File: src/rtl/fcd_pkg.sv
package fcd_pkg;
    typedef enum logic [1:0] {
        FCD_IDLE = 2'd0,
        FCD_LOW  = 2'd1,
        FCD_HIGH = 2'd2
    } fcd_state_e;
endpackage

File: src/rtl/fcd_cfg_shadow.sv
module fcd_cfg_shadow #(
    parameter int W = 8
) (
    input  logic         clk,
    input  logic         rst_n,
    input  logic         wr_i,
    input  logic [W-1:0] num_i,
    input  logic [W-1:0] den_i,
    input  logic         stretch_i,
    input  logic         load_i,
    output logic [W-1:0] num_o,
    output logic [W-1:0] den_o,
    output logic         stretch_o,
    output logic         applied_o
);
    logic [W-1:0] num_clamped;
    logic [W-1:0] pend_num, pend_den;
    logic         pend_stretch, pend_valid;

    // Clamp the numerator so that the ratio never exceeds one.
    assign num_clamped = (num_i > den_i) ? den_i : num_i;
    assign applied_o   = load_i && (wr_i || pend_valid);

    always_ff @(posedge clk or negedge rst_n) begin
        if (!rst_n) begin
            pend_num     <= '0;
            pend_den     <= '0;
            pend_stretch <= 1'b0;
            pend_valid   <= 1'b0;
            num_o        <= '0;
            den_o        <= '0;
            stretch_o    <= 1'b0;
        end else begin
            if (wr_i) begin
                pend_num     <= num_clamped;
                pend_den     <= den_i;
                pend_stretch <= stretch_i;
                pend_valid   <= 1'b1;
            end
            if (load_i) begin
                if (wr_i) begin
                    num_o      <= num_clamped;
                    den_o      <= den_i;
                    stretch_o  <= stretch_i;
                    pend_valid <= 1'b0;
                end else if (pend_valid) begin
                    num_o      <= pend_num;
                    den_o      <= pend_den;
                    stretch_o  <= pend_stretch;
                    pend_valid <= 1'b0;
                end
            end
        end
    end
endmodule

File: src/rtl/fcd_phase_acc.sv
module fcd_phase_acc #(
    parameter int W = 8
) (
    input  logic         clk,
    input  logic         rst_n,
    input  logic         running_i,
    input  logic         clear_i,
    input  logic [W-1:0] num_i,
    input  logic [W-1:0] den_i,
    output logic         tick_o,
    output logic [W:0]   acc_o,
    output logic [W:0]   acc_nx_o
);
    localparam int AW = W + 1;

    logic [AW-1:0] sum;

    assign sum    = acc_o + AW'(num_i);
    assign tick_o = running_i && (sum >= AW'(den_i));

    always_comb begin
        if (!running_i)  acc_nx_o = '0;
        else if (tick_o) acc_nx_o = sum - AW'(den_i);
        else             acc_nx_o = sum;
    end

    always_ff @(posedge clk or negedge rst_n) begin
        if (!rst_n)       acc_o <= '0;
        else if (clear_i) acc_o <= '0;
        else              acc_o <= acc_nx_o;
    end
endmodule

File: src/rtl/fcd_shape_fsm.sv
module fcd_shape_fsm #(
    parameter int W = 8
) (
    input  logic                   clk,
    input  logic                   rst_n,
    input  logic                   go_i,
    input  logic                   tick_i,
    input  logic                   stretch_i,
    input  logic [W:0]             acc_nx_i,
    input  logic [W:0]             half_i,
    output fcd_pkg::fcd_state_e    state_o,
    output logic                   clk_o,
    output logic                   en_o
);
    import fcd_pkg::*;

    fcd_state_e state_nx;

    always_comb begin
        state_nx = state_o;
        unique case (state_o)
            FCD_IDLE: begin
                if (go_i) state_nx = FCD_LOW;
            end
            FCD_LOW: begin
                if (!go_i)       state_nx = FCD_IDLE;
                else if (tick_i) state_nx = FCD_HIGH;
            end
            FCD_HIGH: begin
                if (!go_i)                     state_nx = FCD_IDLE;
                else if (tick_i)               state_nx = FCD_HIGH;
                else if (!stretch_i)           state_nx = FCD_LOW;
                else if (acc_nx_i >= half_i)   state_nx = FCD_LOW;
            end
            default: state_nx = FCD_IDLE;
        endcase
    end

    // State register.
    always_ff @(posedge clk or negedge rst_n) begin
        if (!rst_n) state_o <= FCD_IDLE;
        else        state_o <= state_nx;
    end

    // Registered outputs.
    always_ff @(posedge clk or negedge rst_n) begin
        if (!rst_n) begin
            clk_o <= 1'b0;
            en_o  <= 1'b0;
        end else begin
            clk_o <= (state_nx == FCD_HIGH);
            en_o  <= tick_i;
        end
    end
endmodule

File: src/rtl/frac_clk_div.sv
module frac_clk_div #(
    parameter int W = 8
) (
    input  logic         clk,
    input  logic         rst_n,
    input  logic         cfg_we,
    input  logic [W-1:0] cfg_num,
    input  logic [W-1:0] cfg_den,
    input  logic         cfg_stretch,
    input  logic         cfg_run,
    input  logic         cfg_bypass,
    output logic         div_en,
    output logic         div_clk
);
    import fcd_pkg::*;
    localparam int AW = W + 1;

    fcd_state_e    state_q;
    logic [W-1:0]  act_num, act_den;
    logic          act_stretch;
    logic          applied, tick, go, running, load;
    logic [AW-1:0] acc_q, acc_nx, half;
    logic          clk_q, en_q;

    assign go      = cfg_run && (act_num != '0);
    assign running = go && (state_q != FCD_IDLE);
    assign load    = tick || (state_q == FCD_IDLE);
    assign half    = (AW'(act_den) + AW'(1)) >> 1;

    fcd_cfg_shadow #(.W(W)) cfg_i (
        .clk       (clk),
        .rst_n     (rst_n),
        .wr_i      (cfg_we),
        .num_i     (cfg_num),
        .den_i     (cfg_den),
        .stretch_i (cfg_stretch),
        .load_i    (load),
        .num_o     (act_num),
        .den_o     (act_den),
        .stretch_o (act_stretch),
        .applied_o (applied)
    );

    fcd_phase_acc #(.W(W)) acc_i (
        .clk       (clk),
        .rst_n     (rst_n),
        .running_i (running),
        .clear_i   (applied),
        .num_i     (act_num),
        .den_i     (act_den),
        .tick_o    (tick),
        .acc_o     (acc_q),
        .acc_nx_o  (acc_nx)
    );

    fcd_shape_fsm #(.W(W)) fsm_i (
        .clk       (clk),
        .rst_n     (rst_n),
        .go_i      (go),
        .tick_i    (tick),
        .stretch_i (act_stretch),
        .acc_nx_i  (acc_nx),
        .half_i    (half),
        .state_o   (state_q),
        .clk_o     (clk_q),
        .en_o      (en_q)
    );

    assign div_en  = cfg_bypass | en_q;
    assign div_clk = cfg_bypass ? clk : clk_q;
endmodule

File: config.mk
export PLATFORM = sky130hd
export DESIGN_NAME = frac_clk_div
export DESIGN_NICKNAME = d
export VERILOG_FILES = /design/src/rtl/fcd_pkg.sv /design/src/rtl/fcd_cfg_shadow.sv /design/src/rtl/fcd_phase_acc.sv /design/src/rtl/fcd_shape_fsm.sv /design/src/rtl/frac_clk_div.sv
export SDC_FILE = /design/constraint.sdc
export NUM_CORES = 1
export LEC_CHECK = 0
export BUFFER_PORTS_ARGS = -buffer_cell sky130_fd_sc_hd__buf_4
export CORE_MARGIN = 2
export CORE_UTILIZATION = 56
export CTS_CLUSTER_SIZE = 16
export DETAILED_ROUTE_END_ITERATION = 6
export GPL_TIMING_DRIVEN = 0
export PLACE_DENSITY = 0.77
export SYNTH_ARGS = -nofsm -noshare
export SYNTH_HDL_FRONTEND = slang
export SYNTH_HIERARCHICAL = 1
export SYNTH_SLANG_ARGS = --single-unit
export TNS_END_PERCENT = 5
File: constraint.sdc
create_clock -name clk -period 4.66 [get_ports clk]
set_input_delay 0.932 -clock clk [delete_from_list [all_inputs] [get_ports clk]]
set_output_delay 0.932 -clock clk [all_outputs]
set_load 0.005 [all_outputs]
==> results.yml <==
detailed_routing:
  drtAntennaViolNets: 0
  drt-initial-drc-count: 153
  vias_per_cell: 6.195
  finalWirelength_um: 8561
  drc: 0
  drt_pre_antenna_iters: 5
  vias: 3147
  wl_per_cell_um: 16.85
place:
  pre_cts_slack_ps: -496.2
  placed_cells: 490
  place.gp.congestion: 0.9182
  io_buffers: 22
  dpl.hpwl_um: 6378
grt:
  gr-usage-all-layers_pct: 24.19
  antenna_found_initial: 0
  grt_first_pass_wirelength_um: 14060
  grt_overflow_total: 0
  grt_max_degree: 49
  grt_pass1_vias: 3023
floorplan:
  floorplan.rows: 29
  num_io_pins: 24
  dieArea_um2: 7238
  die_w_um: 85.08
  die_h_um: 85.08
  initial_core_util_pct: 57.97
  core_um2: 6350
logic_synthesis:
  yosysTopAreaCell: "dfrtp_1"
  synth_adder_area_share_pct: 12.64
  ys_async_sr_fraction_pct: 100.0
  netlist.area_leader.share_pct: 32.63
  synthXorXnorAreaFrac_pct: 2.617
  synth_area_per_cell_um2: 9.414
  ys_warn_count: 6
  synth_compound_area_share_pct: 24.07
  synthTopCellsByArea: "dfrtp_1, ha_1, mux2_2"
  yosys.cell_types.count: 67
  muxShareOfSynthArea_pct: 7.852
  synth_area_um2: 3681
  synthSimpleGateAreaFrac_pct: 14.82
  synth_cells: 391
  yosys_register_bits: 48
  synth_top_family_by_area: "compound AO/OA/AOI/OAI gates"
  ys.flop_type: "dfrtp_1"
  synth_fp_nets: 449
  ys_seq_area_share_pct: 32.63
  synth_edf_count: 0
clock_tree:
  clk_latency_ps: 400
  cts_tree: "built"
  clk_pin_slew_ps: 80
layout:
  nFillCells: 475
  layout_common_cells: "dfrtp_1, nor2_1, inv_1"
  drive_gt1_share_pct: 24.13
  final_common_cell: "dfrtp_1"
  stdcell_count: 508
  nNetsFinal: 489
  synthToLayoutAreaGrowth_pct: 16.01
  antennaDiodeCount: 0
min_path:
  hp-class: "flop to flop"
worst_setup_path:
  arrival_ps: 4780
  worst_setup_path_end_kind: "flop"
  cp.required_ps: 4950
  cp-start-kind: "flop"
  crit_path_max_fanout: 5
  path_class: "flop to flop"
timing:
  period_minus_slack_ps: 4488
  tns_ps: 0
  fin_skew_ps: 4.010
  max_freq_mhz: 222.8
  finalSetupViolCount: 0
  finalHoldViolCount: 0
  timing.final.ws_setup_ps: 171.7
  relSlewSlack_pct: 58.53
  finalCritPeriodShare_pct: 96.31
  worst_pin_slew_ps: 614.3
  maxSlewViolCount: 0
run:
  max-cap-violations: 0
status:
  outcome: "finished clean"
## sequential cells by signal, summed over array words and instances, names as in the netlist
signal              count
acc_i/acc_o             9
cfg_i/pend_num          8
cfg_i/stretch_o         1
cfg_i/pend_stretch      1
fsm_i/en_o              1
cfg_i/den_o             8
cfg_i/num_o             8
fsm_i/state_o           2
fsm_i/clk_o             1
cfg_i/pend_valid        1
cfg_i/pend_den          8
## final timing paths
path / start / end / slack, ps / cells past startpoint
setup / recovery: cfg_i/num_o[3] / fsm_i/state_o[0] / 170 / 18
hold / removal: cfg_i/pend_den[0] / cfg_i/pend_den[0] / 500 / 1
setup reg to reg: cfg_i/num_o[3] / fsm_i/state_o[0] / 170 / 18
hold reg to reg: cfg_i/pend_den[0] / cfg_i/pend_den[0] / 500 / 1
max in group asynchronous: rst_n / cfg_i/num_o[5] / 3720 / 1
min in group asynchronous: rst_n / fsm_i/state_o[0] / 530 / 1
## metal layers
layer / vias up / global-route usage, % / routed length, um
li1: 1517 / - / -
met1: 1553 / 33.60 / 3937
met2: 71 / 40.20 / 4240
met3: 6 / 4.280 / 332
met4: 0 / 4.329 / 51
met5: - / 0 / 0
## cells by family (layout without fill, tap and decap cells)
| group | Yosys count | in the layout |
|---|---|---|
| simple gates | 104 | 104 |
| other cells | 1 | 1 |
| flops | 48 | 48 |
| buf+inv | 47 | 87 |
| fa+ha+maj | 36 | 36 |
| xor+xnor | 11 | 11 |
| mux | 26 | 26 |
| compound gates | 118 | 118 |
## synth_stat cells (all sizes together), types with 2 or more instances
cell type and n:
and2 5, nand2 13, buf 8, xor2 5, clkbuf 2, nand3 4
a21boi 2, nor2 44, mux2 20, xnor2 6, o31a 3, fa 2
nor4 4, o21a 9, or2 2, a21oi 27, o311ai 3, a32oi 8
nor2b 6, a31oi 24, ha 34, and4 2, mux2i 6, nor3b 2
nand4 5, nand2b 8, a2111oi 2, a21o 6, dfrtp 48, o211ai 3
inv 37, a211oi 5, o21ai 9, a32o 8, nor3 3
## worst max-delay path: stages (launching register included)
cell and delay, ps:
dfrtp_1 420, ha_1 390, a21o_1 210, a21oi_1 200
nand2_1 170, o311ai_4 360, ha_4 280, nand4_1 100
nor2_1 80, or2_2 320, a221oi_4 280, buf_6 180
mux2i_4 240, nor2_1 70, ha_1 320, a211oi_2 210
o21ai_1 130, o31a_1 250, o21a_1 160
## layout make-up
type	instances	area [um^2]	share of cell area [%]
clock buffer	11	145.1	3.399
inverter	37	138.9	3.252
timing repair buffer	30	232.7	5.450
buffer	9	55.05	1.289
multi-input combinational	296	2401	56.23
sequential	48	1201	28.13
tap	77	96.34	2.256
## per-stage QoR
stage	utilization, %	hold slack (ps)	instance area, um^2
after floorplan	-	469.3	3681
after CTS	65.52	500.5	4160
final	67.25	497.1	4270
after global placement	62.09	478.8	3943
after global routing	67.25	513.8	4270
after detailed placement	62.09	482.2	3943
## what timing repair did
action | in CTS | in global routing
hold buffers | 0 | 0
endpoints found under the setup margin | 23 | 12
gates resized for setup | 5 | 17
pin swaps | 3 | 4
cloned | 0 | 0
setup buffers | 6 | 3
Power is not shown: default switching activity piles up to over one toggle a cycle in this logic, so the estimate is an artifact.
